**src/rtl/pfd_pkg.sv**
```systemverilog
// Package: shared types for the phase-frequency detector.
// Assumes control inputs are already synchronous to clk.
package pfd_pkg;

    // Control word gathered from the block's control pins.
    typedef struct packed {
        logic pol;      // swap error sides
        logic off;      // detector disabled
        logic stby;     // standby
        logic ld_en;    // lock indication enabled
    } pfd_cfg_t;

    // Index of each compared stream in channel arrays.
    localparam int CH_REF = 0;
    localparam int CH_VCO = 1;
    localparam int N_CH   = 2;

endpackage

```
**src/rtl/pfd_sync_edge.sv**
```systemverilog
// Module: pfd_sync_edge
// Synchronises one asynchronous input through STAGES flops and emits a
// one-cycle strobe on each rising edge. Assumes STAGES >= 2.
module pfd_sync_edge #(
    parameter int STAGES = 2
) (
    input  logic clk,
    input  logic rst_n,
    input  logic async_i,
    output logic rise_o
);

    logic [STAGES:0] chain;

    // Shift the input through the synchroniser plus one history flop.
    always_ff @(posedge clk) begin
        if (!rst_n) chain <= '0;
        else        chain <= {chain[STAGES-1:0], async_i};
    end

    // Rising edge: newest synchronised sample high, previous low.
    always_comb rise_o = chain[STAGES-1] & ~chain[STAGES];


    single_strobe_chk: assert property (@(posedge clk) disable iff (!rst_n)
        rise_o |=> !rise_o);

endmodule

```
**src/rtl/pfd_flags.sv**
```systemverilog
// Module: pfd_flags
// Holds the reference and oscillator error flags. Each is set by its own
// edge strobe; once both are set they are held MIN_W cycles, then cleared
// together. hold_i clears all state. Assumes MIN_W >= 1.
module pfd_flags #(
    parameter int MIN_W = 2
) (
    input  logic clk,
    input  logic rst_n,
    input  logic hold_i,
    input  logic rise_r_i,
    input  logic rise_v_i,
    output logic flag_r_o,
    output logic flag_v_o
);

    localparam int CNT_W = (MIN_W > 1) ? $clog2(MIN_W) : 1;
    localparam logic [CNT_W-1:0] LAST = CNT_W'(MIN_W - 1);

    logic             both;
    logic             done;
    logic [CNT_W-1:0] cnt;

    // Coincidence detection and end of the minimum-width window.
    always_comb begin
        both = flag_r_o & flag_v_o;
        done = both && (cnt == LAST);
    end

    // Flag set on edge, clear at end of coincidence; counter times the window.
    always_ff @(posedge clk) begin
        if (!rst_n || hold_i) begin
            flag_r_o <= 1'b0;
            flag_v_o <= 1'b0;
            cnt      <= '0;
        end else begin
            flag_r_o <= rise_r_i | (flag_r_o & ~done);
            flag_v_o <= rise_v_i | (flag_v_o & ~done);
            cnt      <= (both && !done) ? cnt + 1'b1 : '0;
        end
    end


    cnt_range_chk: assert property (@(posedge clk) disable iff (!rst_n)
        cnt <= LAST);


    hold_clears_chk: assert property (@(posedge clk) disable iff (!rst_n)
        hold_i |=> (!flag_r_o && !flag_v_o));

    generate
        if (MIN_W > 1) begin : g_wide

            coincide_min_chk: assert property (@(posedge clk) disable iff (!rst_n)
                (both && cnt == '0 && !hold_i) |=> (flag_r_o && flag_v_o));
        end
    endgenerate

endmodule

```
**src/rtl/pfd_outmux.sv**
```systemverilog
// Module: pfd_outmux
// Maps the two error flags to the active-low pair and the single-ended
// strobes according to polarity, forces rest state when disabled or in
// standby, and forms the gated lock indication. Purely combinational.
module pfd_outmux
    import pfd_pkg::*;
(
    input  logic     clk,
    input  logic     rst_n,
    input  pfd_cfg_t cfg_i,
    input  logic     flag_r_i,
    input  logic     flag_v_i,
    output logic     phi_r_n_o,
    output logic     phi_v_n_o,
    output logic     up_o,
    output logic     dn_o,
    output logic     oe_o,
    output logic     lock_o
);

    logic rest;
    logic side_r;
    logic side_v;

    // Select which flag feeds each side, then apply forced rest state.
    always_comb begin
        rest   = cfg_i.off | cfg_i.stby;
        side_r = cfg_i.pol ? flag_v_i : flag_r_i;
        side_v = cfg_i.pol ? flag_r_i : flag_v_i;
        phi_r_n_o = rest | ~side_r;
        phi_v_n_o = rest | ~side_v;
        up_o      = ~rest & side_r;
        dn_o      = ~rest & side_v;
        oe_o      = up_o | dn_o;
        lock_o    = cfg_i.ld_en & phi_r_n_o & phi_v_n_o;
    end


    dual_drive_chk: assert property (@(posedge clk) disable iff (!rst_n)
        (up_o && dn_o) |-> (flag_r_i && flag_v_i));


    lock_quiet_chk: assert property (@(posedge clk) disable iff (!rst_n)
        lock_o |-> !oe_o);

endmodule

```
**src/rtl/phase_freq_detector.sv**
```systemverilog
// Module: phase_freq_detector
// Top of the phase-frequency detector: two edge synchronisers, the error
// flag core and the output mapping. Assumes clk is several times faster
// than both compared streams and control pins are synchronous to clk.
module phase_freq_detector
    import pfd_pkg::*;
#(
    parameter int SYNC_STAGES = 2,
    parameter int MIN_W       = 2
) (
    input  logic clk,
    input  logic rst_n,
    input  logic ref_in,
    input  logic vco_in,
    input  logic pol,
    input  logic det_off,
    input  logic standby,
    input  logic ld_en,
    output logic phi_r_n,
    output logic phi_v_n,
    output logic pd_up,
    output logic pd_dn,
    output logic pd_oe,
    output logic lock
);

    logic [N_CH-1:0] raw_in;
    logic [N_CH-1:0] rise;
    logic            flag_r;
    logic            flag_v;
    pfd_cfg_t        cfg;

    // Gather inputs into channel order and the control word.
    always_comb begin
        raw_in[CH_REF] = ref_in;
        raw_in[CH_VCO] = vco_in;
        cfg.pol   = pol;
        cfg.off   = det_off;
        cfg.stby  = standby;
        cfg.ld_en = ld_en;
    end

    generate
        for (genvar ch = 0; ch < N_CH; ch++) begin : g_sync
            pfd_sync_edge #(.STAGES(SYNC_STAGES)) u_sync (
                .clk     (clk),
                .rst_n   (rst_n),
                .async_i (raw_in[ch]),
                .rise_o  (rise[ch])
            );
        end
    endgenerate

    pfd_flags #(.MIN_W(MIN_W)) u_flags (
        .clk      (clk),
        .rst_n    (rst_n),
        .hold_i   (det_off | standby),
        .rise_r_i (rise[CH_REF]),
        .rise_v_i (rise[CH_VCO]),
        .flag_r_o (flag_r),
        .flag_v_o (flag_v)
    );

    pfd_outmux u_out (
        .clk       (clk),
        .rst_n     (rst_n),
        .cfg_i     (cfg),
        .flag_r_i  (flag_r),
        .flag_v_i  (flag_v),
        .phi_r_n_o (phi_r_n),
        .phi_v_n_o (phi_v_n),
        .up_o      (pd_up),
        .dn_o      (pd_dn),
        .oe_o      (pd_oe),
        .lock_o    (lock)
    );

endmodule

```
**config.mk**
```make
export PLATFORM = sky130hd
export DESIGN_NAME = phase_freq_detector
export DESIGN_NICKNAME = d
export VERILOG_FILES = /design/src/rtl/pfd_pkg.sv /design/src/rtl/pfd_sync_edge.sv /design/src/rtl/pfd_flags.sv /design/src/rtl/pfd_outmux.sv /design/src/rtl/phase_freq_detector.sv
export SDC_FILE = /design/constraint.sdc
export NUM_CORES = 1
export LEC_CHECK = 0
export BUFFER_PORTS_ARGS = -buffer_cell sky130_fd_sc_hd__buf_2
export CELL_PAD_IN_SITES_DETAIL_PLACEMENT = 0
export CELL_PAD_IN_SITES_GLOBAL_PLACEMENT = 1
export CORE_AREA = 2 2 39 41
export DETAILED_ROUTE_END_ITERATION = 10
export DIE_AREA = 0 0 41 43
export GPL_ROUTABILITY_DRIVEN = 0
export PLACE_DENSITY = 0.62
export REMOVE_ABC_BUFFERS = 1
export SLEW_MARGIN = 20
export SYNTH_ARGS = -nofsm -noshare
export SYNTH_HDL_FRONTEND = slang
export SYNTH_HIERARCHICAL = 1
export SYNTH_SLANG_ARGS = --single-unit
export TNS_END_PERCENT = 10
```
**constraint.sdc**
```tcl
create_clock -name clk -period 1.6 [get_ports clk]
set_input_delay 0.4 -clock clk [delete_from_list [all_inputs] [get_ports clk]]
set_output_delay 0.4 -clock clk [all_outputs]
set_load 0.01 [all_outputs]
```
# Word level (Yosys, flattened, before mapping)
# Index checks and enable logic that the tools add are counted.
dict set report word_totals {
  wordCells 36
  in_bits 8
  output_inout_bits 6
  reg_bits 9
}
dict set report op_classes {
  add_sub_neg 1
  n_reduce_logical 6
  bitwise 22
  muxes 2
}
# op count
set ops {}
lappend ops {{$and A1 B1 Y1} 9}
lappend ops {{$not A1 Y1} 7}
lappend ops {{$or A1 B1 Y1} 6}
lappend ops {{$logic_and A1 B1 Y1} 2}
lappend ops {{$logic_not A1 Y1} 2}
lappend ops {{$mux W1} 2}
lappend ops {{$reduce_or A2 Y1} 1}
lappend ops {{$add A1 B1 Y1 const B} 1}
lappend ops {{$logic_or A1 B1 Y1} 1}

# Logic depth before layout (Yosys ltp)
# Gate-level depths: netlist of the first run.
dict set report logic_depth {
  depth_word 6
  depth_mapped 3
  depth_no_buf 3
}

# Cells and area by module
# The synthesis of the first run kept the hierarchy.
# mod cells_per_inst n_inst area_per_inst_um2 seq_area_each_um2
set by_module_without_submodules {}
lappend by_module_without_submodules {pfd_sync_edge 7 2 92.6 60.1}
lappend by_module_without_submodules {pfd_flags 12 1 115.1 60.1}
lappend by_module_without_submodules {pfd_outmux 9 1 60.1 0.0}
lappend by_module_without_submodules {phase_freq_detector 1 1 6.3 0.0}

# Least setup slack after synthesis of the first run
# OpenSTA, ideal clock, no wires.
dict set report synth_path {
  kind {input to output}
  startpoint {in pol}
  endpoint {out phi_r_n}
  arrival_time_ns 0.860
  required_ns 1.200
  slack_ns 0.340
  cell_stages 2
  path_buffers 0
  path_cell_list {mux2i_1 > or3_1}
}
dict set report synth_via {
  elab_chain_len 3
}
# item line
set synth_rtl {}
lappend synth_rtl {{start: declaration} phase_freq_detector.sv:15} ;# input logic pol,
lappend synth_rtl {{$mux W1} pfd_outmux.sv:28} ;# side_r = cfg_i.pol ? flag_v_i : flag_r_i;
lappend synth_rtl {{$not A1 Y1} pfd_outmux.sv:30} ;# phi_r_n_o = rest | ~side_r;
lappend synth_rtl {{$or A1 B1 Y1} pfd_outmux.sv:30}
lappend synth_rtl {{end: declaration} phase_freq_detector.sv:19} ;# output logic phi_r_n,
# Every way passes these cells.

# Worst setup path after layout of the first run
dict set report layout_path {
  startpoint {reg u_flags.flag_v_o}
  endpoint {out phi_r_n}
}
dict set report layout_via {
  elab_chain_len 3
}
# item line
set layout_rtl {}
lappend layout_rtl {{start: declaration} pfd_flags.sv:14} ;# output logic flag_v_o
lappend layout_rtl {{start signal: assignment} pfd_flags.sv:38} ;# flag_v_o <= rise_v_i | (flag_v_o & ~done);
lappend layout_rtl {{$mux W1} pfd_outmux.sv:28}
lappend layout_rtl {{$not A1 Y1} pfd_outmux.sv:30}
lappend layout_rtl {{$or A1 B1 Y1} pfd_outmux.sv:30}
# Every way passes these cells.

==> run summary, run 1 <==
The flow ran to the end, and the final reports show no timing, DRC or antenna violations. The number of H-tree branching levels was 1; the detailed-route wire length per cell was 8.53 microns. The part of the total power dissipated in the clock network is 38.8%. The internal power contribution was 343 uW; the switching power as a share of total power was 21.1%. After synthesis the netlist holds a flip-flop and latch count of 9. Setup slack on the critical path of the routed design comes to 0.0553 ns.

Of all nets on the critical path, the largest fanout is 5. The number of buffers added on ports was 13. Setup repair after global routing left no endpoint under its margin. The region available for standard cell placement spans 1380 sq um. The synthesized area divided by synthesized cell count is 10.2 sq um. Data on the critical path is required at its endpoint by 1.20 ns.

The number of hold-slack violations in the final timing report is 0, and the ratio of cells with drive above 1 in the final layout is 42.9%. The worst pin sits at a relative slew slack of 87.1%. For the number of distinct standard cells referenced by the synthesized netlist, the log shows 13. After filler insertion, the fill cell instance count of the layout stands at 150. The detail route stage leaves a number of antenna-violating nets equal to 0. Clock-pin slew was measured on the worst setup and hold paths at 0.06 ns.

The tools report the switching power as 91.7 uW. The number of global-route vias before repair is 245. Before CTS, the worst setup slack after placement is 0.104 ns. Setup violations remaining at the end of the flow were counted as 0. The wire-length estimate of the detail-placed layout is 438 microns.

Sequential cells burn 53.0% of the power. The worst setup path is of the flop to output pin kind. Summed over all layers, the global routing overflow is 0. The clock net sink count was 9. CTS placed an instance of sky130_fd_sc_hd__clkbuf_4 at the clock tree root.

The share of the synthesized area in the top cell type works out to 49.1%. Leaving out fill and tap cells, the most frequent cell in the layout is sky130_fd_sc_hd__buf_2. The tools report the sequential area share after synthesis as 49.1%. The mapped cell area was 367 sq um; the largest buffer count on any clock path was 2. 14 I/O pins were placed. The post-route fraction of the period consumed by the critical path was 96.5%; the number of vias in the routed layout was 309. Clock latency on the worst-skew pair, taken at its later pin, is 0.25 ns.

The tools report the first-pass GRT wire length as 952 microns. The logs give 508 sq um for the design area and 72 for the post-layout instance count excluding filler cells. Number of vias per cell after detailed routing: 4.29.

The static leakage is 0.000220 uW, and the minimum clock period is 1.54 ns. Antenna cell count: 0. The count of routing violations after the opening detailed-route iteration is 2.

The largest net degree at the start of global routing was 8. The worst ir drop on vdd was 0.000424 V. After detailed routing, the number of remaining DRC violations is 0.

The logs give 1760 sq um for the floorplan die area and 6 for the synthesis warning total. Dividing total power by cell area gives a power density of 856 nW/um^2. The floorplan die width was 41 microns.

For the worst setup path, the data arrival time is 1.14 ns. The tool flagged a number of max-cap violations equal to 0. For the number of pins with negative max-slew slack in the final report, the log shows 0. Before antenna repair, the detailed router went through 4 iterations.

The class of the tightest hold or removal check was input pin to flop. The gate count after technology mapping was 36; the number of buffers created by CTS was 3. The relative area change from synthesis to final layout is 38.6%. For the number of placement rows, the log shows 14.

The library cells used most frequently in the layout, excluding fill and tap cells, are sky130_fd_sc_hd__buf_2, sky130_fd_sc_hd__dfxtp_1, sky130_fd_sc_hd__and2_1, sky130_fd_sc_hd__nor3_1. Between clock sinks in the finished design, the worst skew comes to 0.000575 ns. In this run the cell area measured after placement is 452 sq um. The die height came out at 43 microns. The initial utilization of the core area, before any placement, comes to 26.5%. The count of placed standard cells including taps is 65. The detailed-route wire length was 614 microns.

Highest clock rate: 0.647 GHz. The net count of the finished layout is 65. On the final layout, the worst hold slack is 0.346 ns.

TritonCTS built the clock tree. The kind of end point of the critical path was an output pin. After synthesis, the cell types taking the most area are sky130_fd_sc_hd__dfxtp_1, sky130_fd_sc_hd__and2_1, sky130_fd_sc_hd__nor2b_4, sky130_fd_sc_hd__mux2i_1, sky130_fd_sc_hd__nor3_1. The worst setup path is launched from a flop. Combinational cells account for 8.1% of the total power.

The tools report the initial antenna violation count as 0. The total negative slack for setup checks is 0 ns. Global routing used 8.18% of the available tracks.

For the pin with the worst max-slew slack, the measured transition is 0.192 ns. Largest area contributor in the synthesized netlist: sky130_fd_sc_hd__dfxtp_1.
per-stage QoR:
step	power, uW	utilization (%)
after detailed placement	273	32.6
final	435	36.7
after floorplan	255	-
after global placement	273	32.6
after CTS	447	34.7
after global routing	467	36.7
layout make-up:
type                       instances  area (sq um)  area share (%)
multi-input combinational         25           179            35.2
timing repair buffer              16          87.6            17.2
inverter                           2          7.51            1.48
clock buffer                       4          26.3            5.17
tap                               16          20.0            3.94
sequential                         9           188            36.9
flip-flops by register name, summed over array words and instances (netlist names):
register	cells
g_sync.u_sync/chain	6
u_flags/cnt	1
u_flags/flag_r_o	1
u_flags/flag_v_o	1
metal layers:
layer	part of all wire [%]	global-route usage [%]
met1	46	10.5
met2	51	10.6
met3	3.4	3.14
met4	0	6.00
met5	0	0
power by group through the flow:
stage               clock (uW)  sequential (uW)  combinational, uW
floorplan                    0              238               17.0
global placement             0              239               34.3
detailed placement           0              239               34.2
CTS                        178              234               34.5
global route               197              231               39.4
finish                     169              231               35.3
repair_timing:
item | 4_1_cts | 5_1_grt
pin swaps | 0 | 0
hold endpoints to repair | 0 | 0
hold buffers | 0 | 0
setup buffers | 0 | 3
gates resized for setup | 2 | 2
setup endpoints to repair | 2 | 2
cell families after synthesis:
| group | Yosys count | synth area share [%] |
|---|---|---|
| compound gates | 3 | 7.17 |
| buf+inv | 2 | 2.05 |
| flops | 9 | 49.1 |
| mux | 2 | 5.46 |
| simple gates | 20 | 36.2 |
cell usage after synthesis:
library cell	instances
sky130_fd_sc_hd__a311oi_1	2
sky130_fd_sc_hd__or3_1	2
sky130_fd_sc_hd__o31a_1	1
sky130_fd_sc_hd__mux2i_1	2
sky130_fd_sc_hd__nor3_1	4
sky130_fd_sc_hd__inv_1	2
sky130_fd_sc_hd__nor2_1	3
sky130_fd_sc_hd__nor2b_4	2
sky130_fd_sc_hd__nand2b_4	1
sky130_fd_sc_hd__and2_1	6
sky130_fd_sc_hd__dfxtp_1	9
sky130_fd_sc_hd__or2_1	1
sky130_fd_sc_hd__nand2_1	1
worst max-delay path: stages (launching register included):
cell and delay (ns):
sky130_fd_sc_hd__dfxtp_4 0.36, sky130_fd_sc_hd__mux2i_1 0.08, sky130_fd_sc_hd__or3_1 0.31, sky130_fd_sc_hd__buf_2 0.14
worst paths after layout:
path | from | end | slack (ns) | depth (start not counted)
min reg2reg | g_sync[1].u_sync/chain[0] | g_sync[1].u_sync/chain[1] | 0.43 | 1
max reg2reg | g_sync[0].u_sync/chain[1] | u_flags/flag_r_o | 0.76 | 3
min | vco_in | g_sync[1].u_sync/chain[0] | 0.35 | 2
max | u_flags/flag_v_o | phi_r_n | 0.06 | 3
(Power assumes the default switching activity.)
==> run 2, diff against run 1 <==
--- a/config.mk
+++ b/config.mk
@@ -11,8 +11,7 @@
 export CORE_AREA = 2 2 39 41
 export DETAILED_ROUTE_END_ITERATION = 10
 export DIE_AREA = 0 0 41 43
-export GPL_ROUTABILITY_DRIVEN = 0
-export PLACE_DENSITY = 0.62
+export PLACE_DENSITY_LB_ADDON = 0.1
 export REMOVE_ABC_BUFFERS = 1
 export SLEW_MARGIN = 20
 export SYNTH_ARGS = -nofsm -noshare
==> run summary, run 2 (synthesis results as in run 1) <==
The floorplan die area came out at 1760 sq um (unchanged). The run gives 1 (unchanged) as the number of H-tree branching levels. The post-detailed-placement half-perimeter wirelength came out at 480 microns (+9.5%). The clock-pin transition on the worst setup and hold timing paths was 0.06 ns (about the same); the clock latency on the worst-skew pair was 0.25 ns (about the same). The run gives 1100 microns (+16%) as the first-pass GRT wire length. The kind of critical path was flop to output pin. The run gives 0.0418 ns (-0.0134 ns) as the post-route worst setup slack. For the total of endpoints with negative setup slack in the final report, the log shows 0 (unchanged).

Detailed-route wire length: 658 microns (+7.2%). Setup repair after global routing could not meet its margin everywhere. For the routed length on met2, the log shows 332 microns (+6.8%).

Total global routing overflow: 0 (unchanged). The number of placement rows is 14 (unchanged), and the starting density of the core is 26.5% (unchanged). In this run the most critical hold path is launched from vco_in.

Number of nets in the layout: 63 (-3.1%). The congestion estimate from routability-driven global placement came to 0.587. The die height came out at 43 microns (unchanged).

The logs give 435 uW (about the same) for the total power consumption of the routed design and 2 (-2) for the detailed-routing iteration count for the pre-antenna-repair pass. The number of pins with negative max-slew slack in the final report was 0 (unchanged); the cell area power density was 876 nW/um^2 (+2.3%). The tools report the worst slack after detailed placement as 0.108 ns (+0.00392 ns). The logs give 0.000328 V (-22%) for the worst ir drop on vdd and 0 (unchanged) for the initial antenna violation count. Hold-fix buffer count after cts: 0 (unchanged).

The number of flip-flops in the largest register is 6 (unchanged), and the largest net degree at the start of global routing is 8 (unchanged). Counting flops per register, the top entry is g_sync.u_sync/chain. TritonCTS built the clock tree. Detailed-route wire length per cell: 9.40 microns (+10%). Final core area utilization: 35.9% (-0.81 points).

The library cells used most frequently in the layout, excluding fill and tap cells, are sky130_fd_sc_hd__buf_2, sky130_fd_sc_hd__dfxtp_1, sky130_fd_sc_hd__and2_1, sky130_fd_sc_hd__nor3_1. The critical register-to-register path startpoint was g_sync[0].u_sync/chain[1]. The relative slew slack was 87.2% (+0.13 points); the final hold slack was 0.347 ns (+0.00144 ns). Arrival time reported for the critical path endpoint: 1.16 ns (+0.02 ns). The run gives 2 (unchanged) as the largest buffer count on any clock path. The static leakage is 0.000207 uW (-6.1%), and the slew at the pin closest to its max-slew limit is 0.188 ns (-0.00431 ns). In this run the top signal layer used is met3. The logs give 1 (-1) for the count of routing violations after the opening detailed-route iteration and 1380 sq um (unchanged) for the floorplan core area. The relative area change from synthesis to final layout works out to 35.5%.

The clock net sink count was 9 (unchanged). The root buffer cell chosen for the clock tree is sky130_fd_sc_hd__clkbuf_4. STA classifies the critical path startpoint as a flop. The floorplan die width is 41 microns (unchanged). For the number of nets still failing antenna checks after routing, the log shows 0 (unchanged). The flow ran to the end, and the final reports show no timing, DRC or antenna violations. The maximum fanout count along the critical path was 6 (+1). The path class of the tightest hold or removal check is input pin to flop.

The kind of end point of the critical path is an output pin. The logs give 14 (unchanged) for the I/O pin total and 277 (+13%) for the number of global-route vias before repair. The highest clock rate is 0.642 GHz (-0.86%). The detailed-routing wirelength on met1 was 297 microns (+5.7%); the ratio of cells with drive above 1 in the final layout was 42.6% (-0.26 points). The tools report the number of vias in the routed layout as 293 (-5.2%).

The most critical setup path has its startpoint at u_flags/flag_r_o. The number of remaining DRC errors was 0 (unchanged); the number of vias per cell after detailed routing was 4.19 (-2.5%). Required time at the worst-slack endpoint: 1.20 ns (about the same). For the clock skew after layout, the log shows 0.00464 ns (+0.00406 ns). The met3 wirelength from detailed routing was 28 microns (+33%). The run gives 9.77% (+1.6 points) as the global-route usage over all layers. The run gives 0 (unchanged) as the antenna cell count. The run gives 0 (unchanged) as the total of max-cap violations. The number of buffers created by CTS is 3 (unchanged), and the minimum clock period is 1.56 ns (+0.0134 ns). The run gives 0 (unchanged) as the number of hold-slack violations in the final timing report.

The number of buffers added on ports works out to 13 (unchanged). The post-route fraction of the period consumed by the critical path was 97.4% (+0.84 points). The most common library cell in the layout ignoring fill and taps is sky130_fd_sc_hd__buf_2.
==> run 2: path summary, 6_finish.rpt <==
kind                                to  slack (ns)  depth (start not counted)
max                            phi_r_n        0.04                          3
min          g_sync[1].u_sync/chain[0]        0.35                          2
max reg2reg           u_flags/flag_r_o        0.77                          3
min reg2reg  g_sync[0].u_sync/chain[1]        0.43                          1
==> run 2: critical path, cell delays in order (launching register included) <==
cell and delay, ns:
sky130_fd_sc_hd__dfxtp_4 0.38, sky130_fd_sc_hd__mux2i_1 0.08, sky130_fd_sc_hd__or3_1 0.30, sky130_fd_sc_hd__buf_2 0.14
==> run 2: area by class of cell <==
class                      count  area (sq um)
fill                         146           887
sequential                     9           188
multi-input combinational     25           183
timing repair buffer          14          72.6
clock buffer                   4          26.3
tap                           16          20.0
inverter                       2          7.51
==> run 2: what timing repair did <==
item | in CTS | in global routing
buffers inserted | 0 | 1
resized for setup | 2 | 3
setup endpoints to repair | 2 | 2
pin swaps | 0 | 0
==> run 2: through the flow <==
stage          TNS, ns  std cells  cell area (sq um)
6_report             0         70                497
4_1_cts              0         69                480
2_1_floorplan        0         36                367
3_3_place_gp         0         65                452
3_5_place_dp         0         65                452
5_1_grt        -0.0161         70                497
==> run 2: layer usage <==
metal / GRT usage (%) / up-vias
li1: - / 157
met1: 11.4 / 131
met2: 12.8 / 5
met3: 4.71 / 0
met4: 8.00 / 0
met5: 0 / -
==> run 2: where the power goes <==
| group | total [uW] | switching [uW] | internal, uW |
|---|---|---|---|
| registers | 231 | 3.27 | 228 |
| clock network | 169 | 73.1 | 95.7 |
| logic | 35.1 | 15.7 | 19.4 |
==> run 3, diff against run 2 <==
--- a/config.mk
+++ b/config.mk
@@ -5,12 +5,12 @@
 export SDC_FILE = /design/constraint.sdc
 export NUM_CORES = 1
 export LEC_CHECK = 0
-export BUFFER_PORTS_ARGS = -buffer_cell sky130_fd_sc_hd__buf_2
 export CELL_PAD_IN_SITES_DETAIL_PLACEMENT = 0
 export CELL_PAD_IN_SITES_GLOBAL_PLACEMENT = 1
 export CORE_AREA = 2 2 39 41
 export DETAILED_ROUTE_END_ITERATION = 10
 export DIE_AREA = 0 0 41 43
+export DONT_BUFFER_PORTS = 1
 export PLACE_DENSITY_LB_ADDON = 0.1
 export REMOVE_ABC_BUFFERS = 1
 export SLEW_MARGIN = 20
==> run summary, run 3 (synthesis results as in run 1) <==
Maximum fanout count along the critical path: 6 (unchanged). For the number of global-route vias before repair, the log shows 247 (-11%). The run gives 0 (unchanged) as the initial antenna violation count. The cell area power density was 1010 nW/um^2 (+15%); the number of H-tree branching levels was 1 (unchanged). The number of vias in the routed layout is 253 (-14%), and the detailed-routing iteration count for the pre-antenna-repair pass is 2 (unchanged). The relative slew slack was 73.3% (-14 points); the number of nets still failing antenna checks after routing was 0 (unchanged).

The signal on the critical path passes through mux2i_1, or3_1. The tools report the number of nets in the layout as 49 (-22%). The post-layout instance count excluding filler cells came out at 56 (-20%). The most common library cell in the layout ignoring fill and taps was sky130_fd_sc_hd__dfxtp_1.

Master of the slowest instance on the critical path: sky130_fd_sc_hd__dfxtp_2. The run gives 8 (unchanged) as the largest net degree at the start of global routing. For the number of placement rows, the log shows 14 (unchanged). The run gives 0.000150 uW (-27%) as the static leakage.

The slew at the pin closest to its max-slew limit is 0.397 ns (+0.210 ns), and the total power consumption of the routed design is 418 uW (-3.9%). The number of buffers created by CTS came out at 3 (unchanged). The post-route fraction of the period consumed by the critical path came out at 93.0% (-4.4 points). The number of hold-slack violations in the final timing report was 0 (unchanged).

TritonCTS built the clock tree. The first-pass GRT wire length was 1040 microns (-6.3%). The logs give 0.672 GHz (+4.8%) for the highest clock rate and 468 microns (-2.6%) for the post-detailed-placement half-perimeter wirelength. The global-route usage over all layers was 9.09% (-0.68 points); the clock latency on the worst-skew pair was 0.25 ns (about the same).

The total of endpoints with negative setup slack in the final report was 0 (unchanged). The number of vias per cell after detailed routing was 4.52 (+7.9%); the floorplan die area was 1760 sq um (unchanged). The clock-pin transition on the worst setup and hold timing paths is 0.06 ns (about the same). STA classifies the critical path startpoint as a flop. The antenna cell count came out at 0 (unchanged). In this run the worst hold path is classified as input pin to flop. The starting density of the core came out at 26.5% (unchanged). The run gives 183 sq um (-2.7%) as the storage element area.

The die height came out at 43 microns (unchanged). The gate family responsible for the most delay along the worst path is flip-flops. Setup repair after global routing left no endpoint under its margin. I/O pin total: 14 (unchanged).

Clock tree synthesis selected as its root buffer the cell sky130_fd_sc_hd__clkbuf_4. The total negative slack for setup checks was 0 ns (unchanged); the area of combinational cells with multiple inputs was 179 sq um (-2.1%). The count of routing violations after the opening detailed-route iteration is 5 (+4), and the clock net sink count is 9 (unchanged). The total global routing overflow was 0 (unchanged). The detailed-route wire length per cell is 10.6 microns (+12%), and the combined buffer and inverter count along the critical path is 0 (-1).

The floorplan core area was 1380 sq um (unchanged); the arrival time reported for the critical path endpoint was 1.09 ns (-0.07 ns). Ranked by flip-flop count, first place goes to g_sync.u_sync/chain. Detailed-route wire length: 592 microns (-10%).

The relative area change from synthesis to final layout was 13.3%; the count of fill cells added during filler insertion was 145 (-0.68%). The flow ran to the end, and the final reports show no timing, DRC or antenna violations. The critical path is of the flop to output pin type. The final hold slack was 0.269 ns (-0.0781 ns); the worst ir drop on vdd was 0.000339 V (+3.3%).

For the total of max-cap violations, the log shows 0 (unchanged). The top cell types in the final layout, fill and taps aside, are sky130_fd_sc_hd__dfxtp_1, sky130_fd_sc_hd__and2_1, sky130_fd_sc_hd__nor3_1, sky130_fd_sc_hd__clkbuf_4, sky130_fd_sc_hd__nor2_1. The number of flip-flops in the largest register is 6 (unchanged), and the stage delay of the slowest cell on the critical path is 0.37 ns (about the same). The count of placed standard cells including taps came out at 52 (-20%).

The clock skew after layout was 0.00178 ns (-0.00286 ns); the floorplan die width was 41 microns (unchanged). The required time at the worst-slack endpoint is 1.20 ns (about the same), and the minimum clock period is 1.49 ns (-0.0707 ns). STA classifies the critical path endpoint as an output pin.

The ratio of cells with drive above 1 in the final layout came out at 20.0% (-23 points). For the largest buffer count on any clock path, the log shows 2 (unchanged). The final core area utilization is 30.0% (-5.9 points). The number of pins with negative max-slew slack in the final report was 0 (unchanged). The logs give 0.559 (-4.9%) for the final weighted congestion of routability-driven global placement and 0 (unchanged) for the number of remaining DRC errors. The number of buffers added on ports was 0 (-13).
[run 3: power by group]
part | leakage [uW] | switching (uW) | internal [uW]
Combinational | 0.0000609 | 6.81 | 11.8
Sequential | 0.0000746 | 3.18 | 231
Clock | 0.0000150 | 70.1 | 95.5
Total | 0.000150 | 80.1 | 338
[run 3: what timing repair did]
item                                    CTS  global route
gates resized for setup                   0             2
hold buffers                              0             0
buffers inserted                          0             0
endpoints found under the setup margin    0             4
[run 3: final cells by class]
cell class / instances / area share [%]
multi-input cells: 25 / 43.1
clock buffers: 4 / 6.33
inverters: 2 / 1.81
well taps: 16 / 4.82
flip-flops and latches: 9 / 44.0
[run 3: path summary, 6_finish.rpt]
| kind | start | end | slack (ns) | cells after the start |
|---|---|---|---|---|
| setup / recovery | u_flags/flag_v_o | phi_r_n | 0.11 | 2 |
| hold / removal | vco_in | g_sync[1].u_sync/chain[0] | 0.27 | 1 |
| setup reg to reg | g_sync[1].u_sync/chain[1] | u_flags/flag_v_o | 0.75 | 3 |
| hold reg to reg | g_sync[0].u_sync/chain[0] | g_sync[0].u_sync/chain[1] | 0.43 | 1 |
[run 3: routing by layer]
layer	global-route usage [%]	up-vias	wire length [microns]
li1	-	129	-
met4	8.00	0	0
met1	10.8	119	241
met2	11.9	5	328
met3	3.66	0	21
met5	0	-	0
[run 3: through the flow]
| step | area [sq um] | setup slack, ns |
|---|---|---|
| final | 415 | 0.113 |
| after global routing | 415 | 0.0367 |
| after CTS | 413 | 0.0247 |
| after detailed placement | 387 | 0.309 |
| after global placement | 387 | 0.316 |
| after floorplan | 367 | 0.340 |
[run 3: worst reg2reg max path, stage by stage, from the launching register on]
cell and delay (ns):
sky130_fd_sc_hd__dfxtp_1 0.33, sky130_fd_sc_hd__nor2b_4 0.15, sky130_fd_sc_hd__inv_1 0.04, sky130_fd_sc_hd__a311oi_1 0.23
